==> src/rtl/wdt_pkg.sv <==
package wdt_pkg;

  localparam int COARSE_CODE_W   = 2;
  localparam int COARSE_LOG_STEP = 3;
  localparam int FINE_CODE_W     = 4;
  localparam int COARSE_LIM_W    = COARSE_LOG_STEP * ((1 << COARSE_CODE_W) - 1);

  typedef struct packed {
    logic                     force_on;
    logic [COARSE_CODE_W-1:0] coarse;
    logic [FINE_CODE_W-1:0]   fine;
  } wdt_cfg_t;

  // Last count value of the coarse stage: ratio 8**code, minus one.
  function automatic logic [COARSE_LIM_W-1:0] coarse_limit(logic [COARSE_CODE_W-1:0] code);
    logic [COARSE_LIM_W:0] v;
    v = '0;
    v[COARSE_LOG_STEP * int'(code)] = 1'b1;
    v = v - {{COARSE_LIM_W{1'b0}}, 1'b1};
    return v[COARSE_LIM_W-1:0];
  endfunction

endpackage

==> src/rtl/wdt_cfg_latch.sv <==
module wdt_cfg_latch
  import wdt_pkg::*;
(
  input  logic     clk,
  input  logic     rst_n,
  input  wdt_cfg_t cfg_i,
  output wdt_cfg_t cfg_o,
  output logic     loaded_o
);

  wdt_cfg_t cfg_q, cfg_d;
  logic     loaded_q, loaded_d;

  always_comb begin
    cfg_d    = cfg_q;
    loaded_d = 1'b1;
    if (!loaded_q) cfg_d = cfg_i;
  end

  always_ff @(posedge clk or negedge rst_n) begin
    if (!rst_n) begin
      cfg_q    <= '0;
      loaded_q <= 1'b0;
    end else begin
      cfg_q    <= cfg_d;
      loaded_q <= loaded_d;
    end
  end

  assign cfg_o    = cfg_q;
  assign loaded_o = loaded_q;


  cfg_frozen_chk: assert property (@(posedge clk) disable iff (!rst_n)
    loaded_q |=> $stable(cfg_q));

endmodule

==> src/rtl/wdt_div_stage.sv <==
module wdt_div_stage #(
  parameter int W = 4
) (
  input  logic         clk,
  input  logic         rst_n,
  input  logic         en_i,
  input  logic         clr_i,
  input  logic [W-1:0] limit_i,
  output logic         done_o
);

  logic [W-1:0] cnt_q, cnt_d;
  logic         at_limit;

  assign at_limit = (cnt_q == limit_i);
  assign done_o   = en_i & at_limit;

  always_comb begin
    cnt_d = cnt_q;
    if (clr_i)       cnt_d = '0;
    else if (en_i)   cnt_d = at_limit ? '0 : cnt_q + W'(1);
  end

  always_ff @(posedge clk or negedge rst_n) begin
    if (!rst_n) cnt_q <= '0;
    else        cnt_q <= cnt_d;
  end


  div_in_range_chk: assert property (@(posedge clk) disable iff (!rst_n)
    cnt_q <= limit_i);

endmodule

==> src/rtl/wdt_tmo_count.sv <==
module wdt_tmo_count #(
  parameter int TERM = 16
) (
  input  logic clk,
  input  logic rst_n,
  input  logic active_i,
  input  logic step_i,
  input  logic clr_i,
  output logic wipe_o,
  output logic pulse_o
);

  localparam int TW = $clog2(TERM + 1);

  logic [TW-1:0] cnt_q, cnt_d;
  logic          pulse_q, pulse_d;
  logic          at_term, fire;

  assign at_term = (cnt_q == TW'(TERM));
  assign fire    = active_i & at_term & ~clr_i;
  assign wipe_o  = clr_i | fire;

  always_comb begin
    cnt_d   = cnt_q;
    pulse_d = fire;
    if (clr_i || fire) cnt_d = '0;
    else if (step_i)   cnt_d = cnt_q + TW'(1);
  end

  always_ff @(posedge clk or negedge rst_n) begin
    if (!rst_n) begin
      cnt_q   <= '0;
      pulse_q <= 1'b0;
    end else begin
      cnt_q   <= cnt_d;
      pulse_q <= pulse_d;
    end
  end

  assign pulse_o = pulse_q;


  clear_wins_chk: assert property (@(posedge clk) disable iff (!rst_n)
    clr_i |=> (cnt_q == '0) && !pulse_q);


  hold_when_idle_chk: assert property (@(posedge clk) disable iff (!rst_n)
    (!active_i && !clr_i) |=> $stable(cnt_q));


  tmo_bound_chk: assert property (@(posedge clk) disable iff (!rst_n)
    cnt_q <= TW'(TERM));

endmodule

==> src/rtl/wdt_cascade.sv <==
module wdt_cascade
  import wdt_pkg::*;
#(
  parameter int TERM_COUNT = 16
) (
  input  logic       clk,
  input  logic       rst_n,
  input  logic       tick,
  input  logic       cfg_force_on,
  input  logic [1:0] cfg_coarse,
  input  logic [3:0] cfg_fine,
  input  logic       sw_enable,
  input  logic       kick,
  output logic       timeout_pulse,
  output logic       running
);

  logic [1:0] rst_sync_q;
  logic       rst_int_n;

  always_ff @(posedge clk or negedge rst_n) begin
    if (!rst_n) rst_sync_q <= 2'b00;
    else        rst_sync_q <= {rst_sync_q[0], 1'b1};
  end
  assign rst_int_n = rst_sync_q[1];

  wdt_cfg_t cfg_in, cfg_q;
  logic     loaded;
  logic     active, coarse_done, fine_done, wipe;
  logic [COARSE_LIM_W-1:0] coarse_lim;

  assign cfg_in = '{force_on: cfg_force_on, coarse: cfg_coarse, fine: cfg_fine};

  wdt_cfg_latch i_cfg (
    .clk(clk), .rst_n(rst_int_n), .cfg_i(cfg_in), .cfg_o(cfg_q), .loaded_o(loaded)
  );

  assign active     = loaded & (cfg_q.force_on | sw_enable);
  assign coarse_lim = coarse_limit(cfg_q.coarse);

  wdt_div_stage #(.W(COARSE_LIM_W)) i_coarse (
    .clk(clk), .rst_n(rst_int_n), .en_i(active & tick), .clr_i(wipe),
    .limit_i(coarse_lim), .done_o(coarse_done)
  );

  wdt_div_stage #(.W(FINE_CODE_W)) i_fine (
    .clk(clk), .rst_n(rst_int_n), .en_i(coarse_done), .clr_i(wipe),
    .limit_i(cfg_q.fine), .done_o(fine_done)
  );

  wdt_tmo_count #(.TERM(TERM_COUNT)) i_tmo (
    .clk(clk), .rst_n(rst_int_n), .active_i(active), .step_i(fine_done),
    .clr_i(kick), .wipe_o(wipe), .pulse_o(timeout_pulse)
  );

  assign running = active;


  pulse_single_chk: assert property (@(posedge clk) disable iff (!rst_int_n)
    timeout_pulse |=> !timeout_pulse);

endmodule

==> config.mk <==
export PLATFORM = sky130hd
export DESIGN_NAME = wdt_cascade
export DESIGN_NICKNAME = d
export VERILOG_FILES = /design/src/rtl/wdt_pkg.sv /design/src/rtl/wdt_cfg_latch.sv /design/src/rtl/wdt_div_stage.sv /design/src/rtl/wdt_tmo_count.sv /design/src/rtl/wdt_cascade.sv
export SDC_FILE = /design/constraint.sdc
export NUM_CORES = 1
export LEC_CHECK = 0
export BUFFER_PORTS_ARGS = -buffer_cell sky130_fd_sc_hd__clkbuf_2
export CELL_PAD_IN_SITES_DETAIL_PLACEMENT = 0
export CELL_PAD_IN_SITES_GLOBAL_PLACEMENT = 1
export CORE_UTILIZATION = 49
export DETAILED_ROUTE_END_ITERATION = 8
export PLACE_DENSITY = 0.81
export SLEW_MARGIN = 10
export SYNTH_ARGS = -nofsm -noshare
export SYNTH_HDL_FRONTEND = slang
export SYNTH_SLANG_ARGS = --single-unit
==> constraint.sdc <==
create_clock -name clk -period 2 [get_ports clk]
set_input_delay 0.1 -clock clk [delete_from_list [all_inputs] [get_ports clk]]
set_output_delay 0.1 -clock clk [all_outputs]
set_load 0.01 [all_outputs]
# Yosys cells after proc, flatten, opt, wreduce, memory -nomap -nowiden

Index checks and enable logic that the tools add are counted.

Register bits after elaboration: 29
Output and inout port bits: 2

Add/sub/neg operators: 4
$mul: 1
Order comparisons: 2
Equality and inequality tests: 3
Multiplexer cells: 10
Bitwise logic cells: 9
Reductions and logical operators: 5

Operator list:

| cell                                                                  | number |
|---|---|
| 9-bit 2-to-1 mux                                                      | 3 |
| 4-bit 2-to-1 mux                                                      | 3 |
| 5-bit 2-to-1 mux                                                      | 2 |
| 9-bit by 1-bit adder with 9-bit output, second input constant         | 1 |
| 9-bit equality test                                                   | 1 |
| 9-bit by 1-bit subtractor with 9-bit output, second input constant    | 1 |
| 1-bit bitwise AND                                                     | 6 |
| 2-bit nonzero test                                                    | 3 |
| 5-bit by 1-bit adder with 5-bit output, second input constant         | 1 |
| 5-bit equality test, second input constant                            | 1 |
| 4-bit by 5-bit < comparator with 1-bit output, second input constant  | 1 |
| 4-bit by 1-bit adder with 4-bit output, second input constant         | 1 |
| 1-bit demux with 4-bit select                                         | 1 |
| 4-bit equality test                                                   | 1 |
| 4-bit by 1-bit >= comparator with 1-bit output, second input constant | 1 |
| 2-bit by 2-bit multiplier with 4-bit output, first input constant     | 1 |
| 1-bit OR                                                              | 2 |
| 1-bit logical AND                                                     | 1 |
| 1-bit logical OR                                                      | 1 |
| 1-bit 2-to-1 mux                                                      | 1 |
| 1-bit inverter                                                        | 1 |

# Longest topological paths before layout

Word-level depth: 11
Depth in mapped cells: 7
Mapped depth without buffers: 7

# By module

Synthesis repeated with hierarchy kept, for this count alone.

Cells, all modules: 141
Area total of the unflattened synthesis: 1594.0 µm²

Modules (own cells, without submodules):

| module                    | instances | cells each | area each (µm²) | sequential area each (µm²) |
|---|---|---|---|---|
| wdt_div_stage at i_coarse | 1         | 59         | 598.1           | 225.2 |
| wdt_cfg_latch             | 1         | 17         | 320.3           | 200.2 |
| wdt_tmo_count             | 1         | 27         | 300.3           | 150.1 |
| wdt_div_stage at i_fine   | 1         | 28         | 279.0           | 100.1 |
| wdt_cascade               | 1         | 10         | 96.3            | 50.0 |

# Least setup slack after synthesis

OpenSTA, ideal clock, no wires.

Path type: register -> register
Start point: register i_cfg.loaded_q (netlist: i_cfg.loaded_o)
End point: register i_tmo.cnt_q[3]
Library setup time: 0.078 ns
Arrival: 1.876 ns
Data required time: 1.922 ns
Path slack: 0.046 ns
Stages on the path, launching flop included: 7
Buffers on the path: 1
Clock period less this slack: 1.954 ns
Cells stage by stage: dfrtp_1 buf_2 o21a_1 nand2_1 a2111o_1 or4_1 a21oi_1

Cells in the longest elaborated chain, start to end: 5
Elaborated cells on any way between the ends: 9

Ends and longest elaborated chain:

| item                                                                    | line                                     | RTL |
|---|---|---|
| start, declared                                                         | wdt_cfg_latch.sv:12                      | `logic loaded_q, loaded_d;` |
| start signal, assigned                                                  | wdt_cfg_latch.sv:26                      | `loaded_q <= loaded_d;` |
| 1-bit bitwise AND *                                                     | wdt_cascade.sv:38                        | `assign active = loaded & (cfg_q.force_on \| sw_enable);` |
| named net running                                                       | wdt_cascade.sv:15                        | `output logic running` |
| 1-bit bitwise AND (on tied branches)                                    | wdt_cascade.sv:42, wdt_tmo_count.sv:20   |  |
| 1-bit bitwise AND (on tied branches)                                    | wdt_div_stage.sv:16, wdt_tmo_count.sv:20 |  |
| 1-bit bitwise AND or 1-bit logical OR (tied branches)                   | wdt_div_stage.sv:16, wdt_tmo_count.sv:26 |  |
| 2-bit nonzero test (no source line) or 5-bit 2-to-1 mux (tied branches) | n/a                                      |  |
| end signal, assigned                                                    | wdt_tmo_count.sv:35                      | `cnt_q <= cnt_d;` |
| end, declared                                                           | wdt_tmo_count.sv:15                      | `logic [TW-1:0] cnt_q, cnt_d;` |

Mark *: on every way through the listed nets, which the timed path passes. The rest lies on a longest branch.
A chain may end at the register's enable or synchronous reset.

# Worst setup path in the final report

Start point: register, netlist name i_cfg.cfg_o[5]
End point: register i_tmo.cnt_q[4]

Cells in the longest elaborated chain, start to end: 10
Elaborated cells on any way between the ends: 11

Ends and longest elaborated chain:

| item                                                                                                                                  | line                | RTL |
|---|---|---|
| 2-bit by 2-bit multiplier with 4-bit output *                                                                                         | wdt_pkg.sv:18       | `v[COARSE_LOG_STEP * int'(code)] = 1'b1;` |
| 4-bit by 5-bit < comparator with 1-bit output (implied by the code) or 4-bit by 1-bit >= comparator with 1-bit output (tied branches) | wdt_pkg.sv:18       |  |
| 1-bit logical AND (implied by the code)                                                                                               | wdt_pkg.sv:18       |  |
| 1-bit 2-to-1 mux (implied by the code)                                                                                                | wdt_pkg.sv:18       |  |
| 1-bit demux with 4-bit select *                                                                                                       | wdt_pkg.sv:18       |  |
| 9-bit by 1-bit subtractor with 9-bit output *                                                                                         | wdt_pkg.sv:19       | `v = v - {{COARSE_LIM_W{1'b0}}, 1'b1};` |
| 9-bit equality test *                                                                                                                 | wdt_div_stage.sv:15 | `assign at_limit = (cnt_q == limit_i);` |
| 1-bit bitwise AND * (2 in a row)                                                                                                      | wdt_div_stage.sv:16 | `assign done_o = en_i & at_limit;` |
| 2-bit nonzero test (no source line) *                                                                                                 | n/a                 |  |

Mark *: on every way between the ends. The rest lies on a longest branch, timed or not.

==> impl_metrics.prom <==
# TYPE chip_impl_metric gauge
chip_impl_info{name="worst_setup_path_start",value="i_cfg.cfg_o[5]"} 1
chip_impl_metric{name="num_io_pins",unit=""} 14
chip_impl_metric{name="syn_area_per_cell",unit="um^2"} 10.2
chip_impl_metric{name="syn_inst",unit=""} 143
chip_impl_metric{name="hold_viol_final",unit=""} 0
chip_impl_metric{name="post_drt_via_cell_ratio",unit=""} 5.77
chip_impl_info{name="critical_path.reg2reg.endpoint",value="i_tmo.cnt_q[4]"} 1
chip_impl_metric{name="share_of_the_clock_period_used_by_the_worst_path_after_layout",unit="%"} 99.7
chip_impl_metric{name="worst-r2r-setup-slack",unit="ns"} 0.005
chip_impl_metric{name="gp_congestion",unit=""} 0.798
chip_impl_info{name="clk_root_buffer_cell",value="clkbuf_4"} 1
chip_impl_metric{name="finalCoreUtilization",unit="%"} 71.9
chip_impl_metric{name="syn2layout_area_growth",unit="%"} 37.6
chip_impl_metric{name="grt_max_degree",unit=""} 28
chip_impl_metric{name="area_of_the_core",unit="um^2"} 2810
chip_impl_metric{name="grt_antenna_before_repair",unit=""} 0
chip_impl_metric{name="finalWorstSetupSlack",unit="ns"} 0.00546
chip_impl_metric{name="drv_slew",unit=""} 0
chip_impl_metric{name="leftover_overflow_at_the_end_of_global_routing",unit=""} 0
chip_impl_info{name="status",value="complete, but fails checks"} 1
chip_impl_info{name="synth_top_flop_cell",value="dfrtp_1"} 1
chip_impl_info{name="violations",value="design-rule violations"} 1
chip_impl_metric{name="netlist-cell-type-count",unit=""} 32
chip_impl_info{name="min-delay-path-class",value="in2reg"} 1
chip_impl_metric{name="finalSetupViolCount",unit=""} 0
chip_impl_metric{name="drv.max_cap_violation_count",unit=""} 0
chip_impl_metric{name="max_clk_rate",unit="GHz"} 0.501
chip_impl_metric{name="drtIter0Drc",unit=""} 41
chip_impl_metric{name="first_global_vias",unit=""} 1364
chip_impl_metric{name="via_count",unit=""} 1316
chip_impl_info{name="tritoncts",value="built"} 1
chip_impl_metric{name="final_layout_size_suffix_gt1_share",unit="%"} 33.5
chip_impl_info{name="worst_setup_path_start_kind",value="flip-flop"} 1
chip_impl_metric{name="seq_power_share",unit="%"} 47.5
chip_impl_metric{name="power_switching_share",unit="%"} 23.9
chip_impl_metric{name="die_x_extent",unit="um"} 56.7
chip_impl_metric{name="final_net_count",unit=""} 212
chip_impl_metric{name="synth_async_sr_flop_share",unit="%"} 100
chip_impl_metric{name="clk_transition_reported_paths",unit="ns"} 0.10
chip_impl_metric{name="synth_edf_count",unit=""} 0
chip_impl_info{name="unrepaired_setup_endpoints_after_global_routing",value="true"} 1
chip_impl_metric{name="numClockSinks",unit=""} 29
chip_impl_metric{name="post_drt_wl_per_cell",unit="um"} 15.5
chip_impl_metric{name="clk_path_buf_depth",unit=""} 2
chip_impl_metric{name="dr.pass1.iters",unit=""} 7
chip_impl_metric{name="chipHeight",unit="um"} 56.7
chip_impl_metric{name="insertedDiodeCount",unit=""} 0
chip_impl_metric{name="fin_crit",unit="ns"} 1.99
chip_impl_metric{name="timing.critical_path.fanout_max",unit=""} 5
chip_impl_metric{name="post-route-drc-count",unit=""} 1
chip_impl_metric{name="ir_worst_vdd",unit="uV"} 469
chip_impl_metric{name="power.density",unit="nW/um^2"} 649
chip_impl_metric{name="yosys_register_bits",unit=""} 29
chip_impl_info{name="layout.cells.most_common_list",value="28 x dfrtp_1, 26 x buf_4, 13 x a21oi_1, 13 x clkbuf_2, 12 x nand3_1"} 1
chip_impl_metric{name="total_power_after_layout",unit="mW"} 1.31
chip_impl_metric{name="numCtsBuffers",unit=""} 5
chip_impl_metric{name="timing.critical_path.arrival",unit="ns"} 2.26
chip_impl_metric{name="placement_rows",unit=""} 19
chip_impl_metric{name="yosysSeqAreaShare",unit="%"} 49.5
chip_impl_metric{name="portBuffers",unit=""} 13
chip_impl_metric{name="drtAntennaViolNets",unit=""} 0
chip_impl_metric{name="leakage",unit="nW"} 0.883
chip_impl_metric{name="clock_latency",unit="ns"} 0.33
chip_impl_info{name="timing.setup.critical_path_class",value="reg2reg"} 1
chip_impl_info{name="crit-reg2reg-launch",value="i_cfg.cfg_o[5]"} 1
chip_impl_metric{name="cts.htree.levels",unit=""} 2
chip_impl_metric{name="netlist_area",unit="um^2"} 1470
chip_impl_metric{name="power.net_switching",unit="mW"} 0.313
chip_impl_metric{name="track_usage",unit="%"} 24.6
chip_impl_metric{name="finClkSkew",unit="ns"} 0.00704
chip_impl_metric{name="initial_utilization",unit="%"} 52.2
chip_impl_info{name="critical_path.endpoint_type",value="flip-flop"} 1
chip_impl_metric{name="total_wirelength",unit="um"} 3530
chip_impl_metric{name="yosys_warnings",unit=""} 0
chip_impl_metric{name="worst_path_required",unit="ns"} 2.26
chip_impl_metric{name="dpl.hpwl",unit="um"} 2310
chip_impl_metric{name="worstRegToRegCells",unit=""} 6
chip_impl_metric{name="p_int",unit="mW"} 0.995
chip_impl_metric{name="die_footprint",unit="um^2"} 3210
chip_impl_metric{name="dp_worst_setup_slack",unit="ns"} -0.106
chip_impl_metric{name="first_pass_grt_wire_length",unit="um"} 5870
chip_impl_metric{name="clock_power_share",unit="%"} 39.1
chip_impl_info{name="layout_commonest_cell",value="dfrtp_1"} 1
chip_impl_metric{name="pwr-share-comb",unit="%"} 13.4
chip_impl_info{name="termination_of_the_worst_setup_path",value="i_tmo.cnt_q[4]"} 1
registers in the layout, summed over array words and instances (netlist names):
register        count
i_tmo.pulse_o       1
i_cfg.loaded_o      1
i_fine.cnt_q        4
i_cfg.cfg_o         7
rst_sync_q          2
i_tmo.cnt_q         5
i_coarse.cnt_q      9
power by group through the flow:
stage / Sequential (mW) / Combinational (mW) / Clock, mW
6_report: 0.622 / 0.175 / 0.511
5_1_grt: 0.624 / 0.190 / 0.548
4_1_cts: 0.620 / 0.163 / 0.519
3_5_place_dp: 0.631 / 0.137 / 0
3_3_place_gp: 0.630 / 0.133 / 0
2_1_floorplan: 0.638 / 0.0632 / 0
final cells by class:
type,count,area (um^2)
Multi-Input combinational cell,108,798
Timing Repair Buffer,48,352
Inverter,4,15.0
Sequential cell,29,727
Clock inverter,1,30.0
Fill cell,210,790
Clock buffer,7,55.1
Tap cell,31,38.8
worst min-delay path by stage:
stage | startpoint | end | slack [ns] | cells past startpoint
finish | cfg_fine[1] | i_cfg.cfg_o[1] | 0.02 | 2
global route | cfg_fine[1] | i_cfg.cfg_o[1] | 0.007 | 2
CTS | cfg_fine[1] | i_cfg.cfg_o[1] | 0.002 | 2
detailed placement | rst_n | rst_sync_q[0] | -0.11 | 1
global placement | rst_n | rst_sync_q[0] | -0.12 | 1
floorplan | rst_n | rst_sync_q[0] | -0.20 | 0
cell usage after synthesis (all sizes together) (3+ instances only):
library cell	instances	area, um^2
dfrtp	29	726
a21oi	14	70.1
nand3	13	65.1
xnor2	10	87.6
nor2	9	33.8
nand2	8	30.0
mux2	7	78.8
and3	6	37.5
o21ai	5	25.0
ha	4	50.1
inv	4	15.0
o31ai	4	30.0
or4	4	30.0
clkbuf	3	11.3
layer usage:
metal	GRT usage [%]	up-vias	routed length, um
met2	40.1	39	1670
met4	12.5	0	68
met1	29.7	635	1640
li1	-	635	-
met3	6.68	7	158
met5	0	-	0
critical path: stages, from the launching register on:
cell	delay, ns
dfrtp_2	0.46
buf_6	0.15
nor3_4	0.13
o32ai_2	0.14
a2111o_1	0.44
or4_1	0.48
a21oi_1	0.14
cell families (layout without fill, tap and decap cells):
family,after synthesis,in the layout,share of synthesized area [%]
and+or+nand+nor,50,50,18.1
AOI/OAI and AO/OA,33,34,14.6
DFF,29,29,49.5
xor gates and xnor gates,11,11,6.58
buffers and inverters,8,60,2.13
muxes,7,7,5.38
adders and majority gates,4,4,3.42
other,1,2,0.256
stage by stage:
step,TNS [ns],area [um^2],hold WS [ns],instances
after global placement,-0.0814,1740,-0.116,208
after floorplan,0,1470,-0.196,144
after CTS,0,1960,0.00237,227
after global routing,-0.254,2020,0.00723,228
after detailed placement,-0.317,1740,-0.114,208
final,0,2020,0.0164,228
timing repair:
item | in CTS | in global routing
setup buffers | 2 | 1
endpoints found under the hold margin | 9 | 0
gates resized for setup | 6 | 11
pin swaps | 2 | 3
hold buffers | 8 | 0
gates cloned | 1 | 0
setup endpoints to repair | 6 | 9
Power figures use the tool's default switching activity.
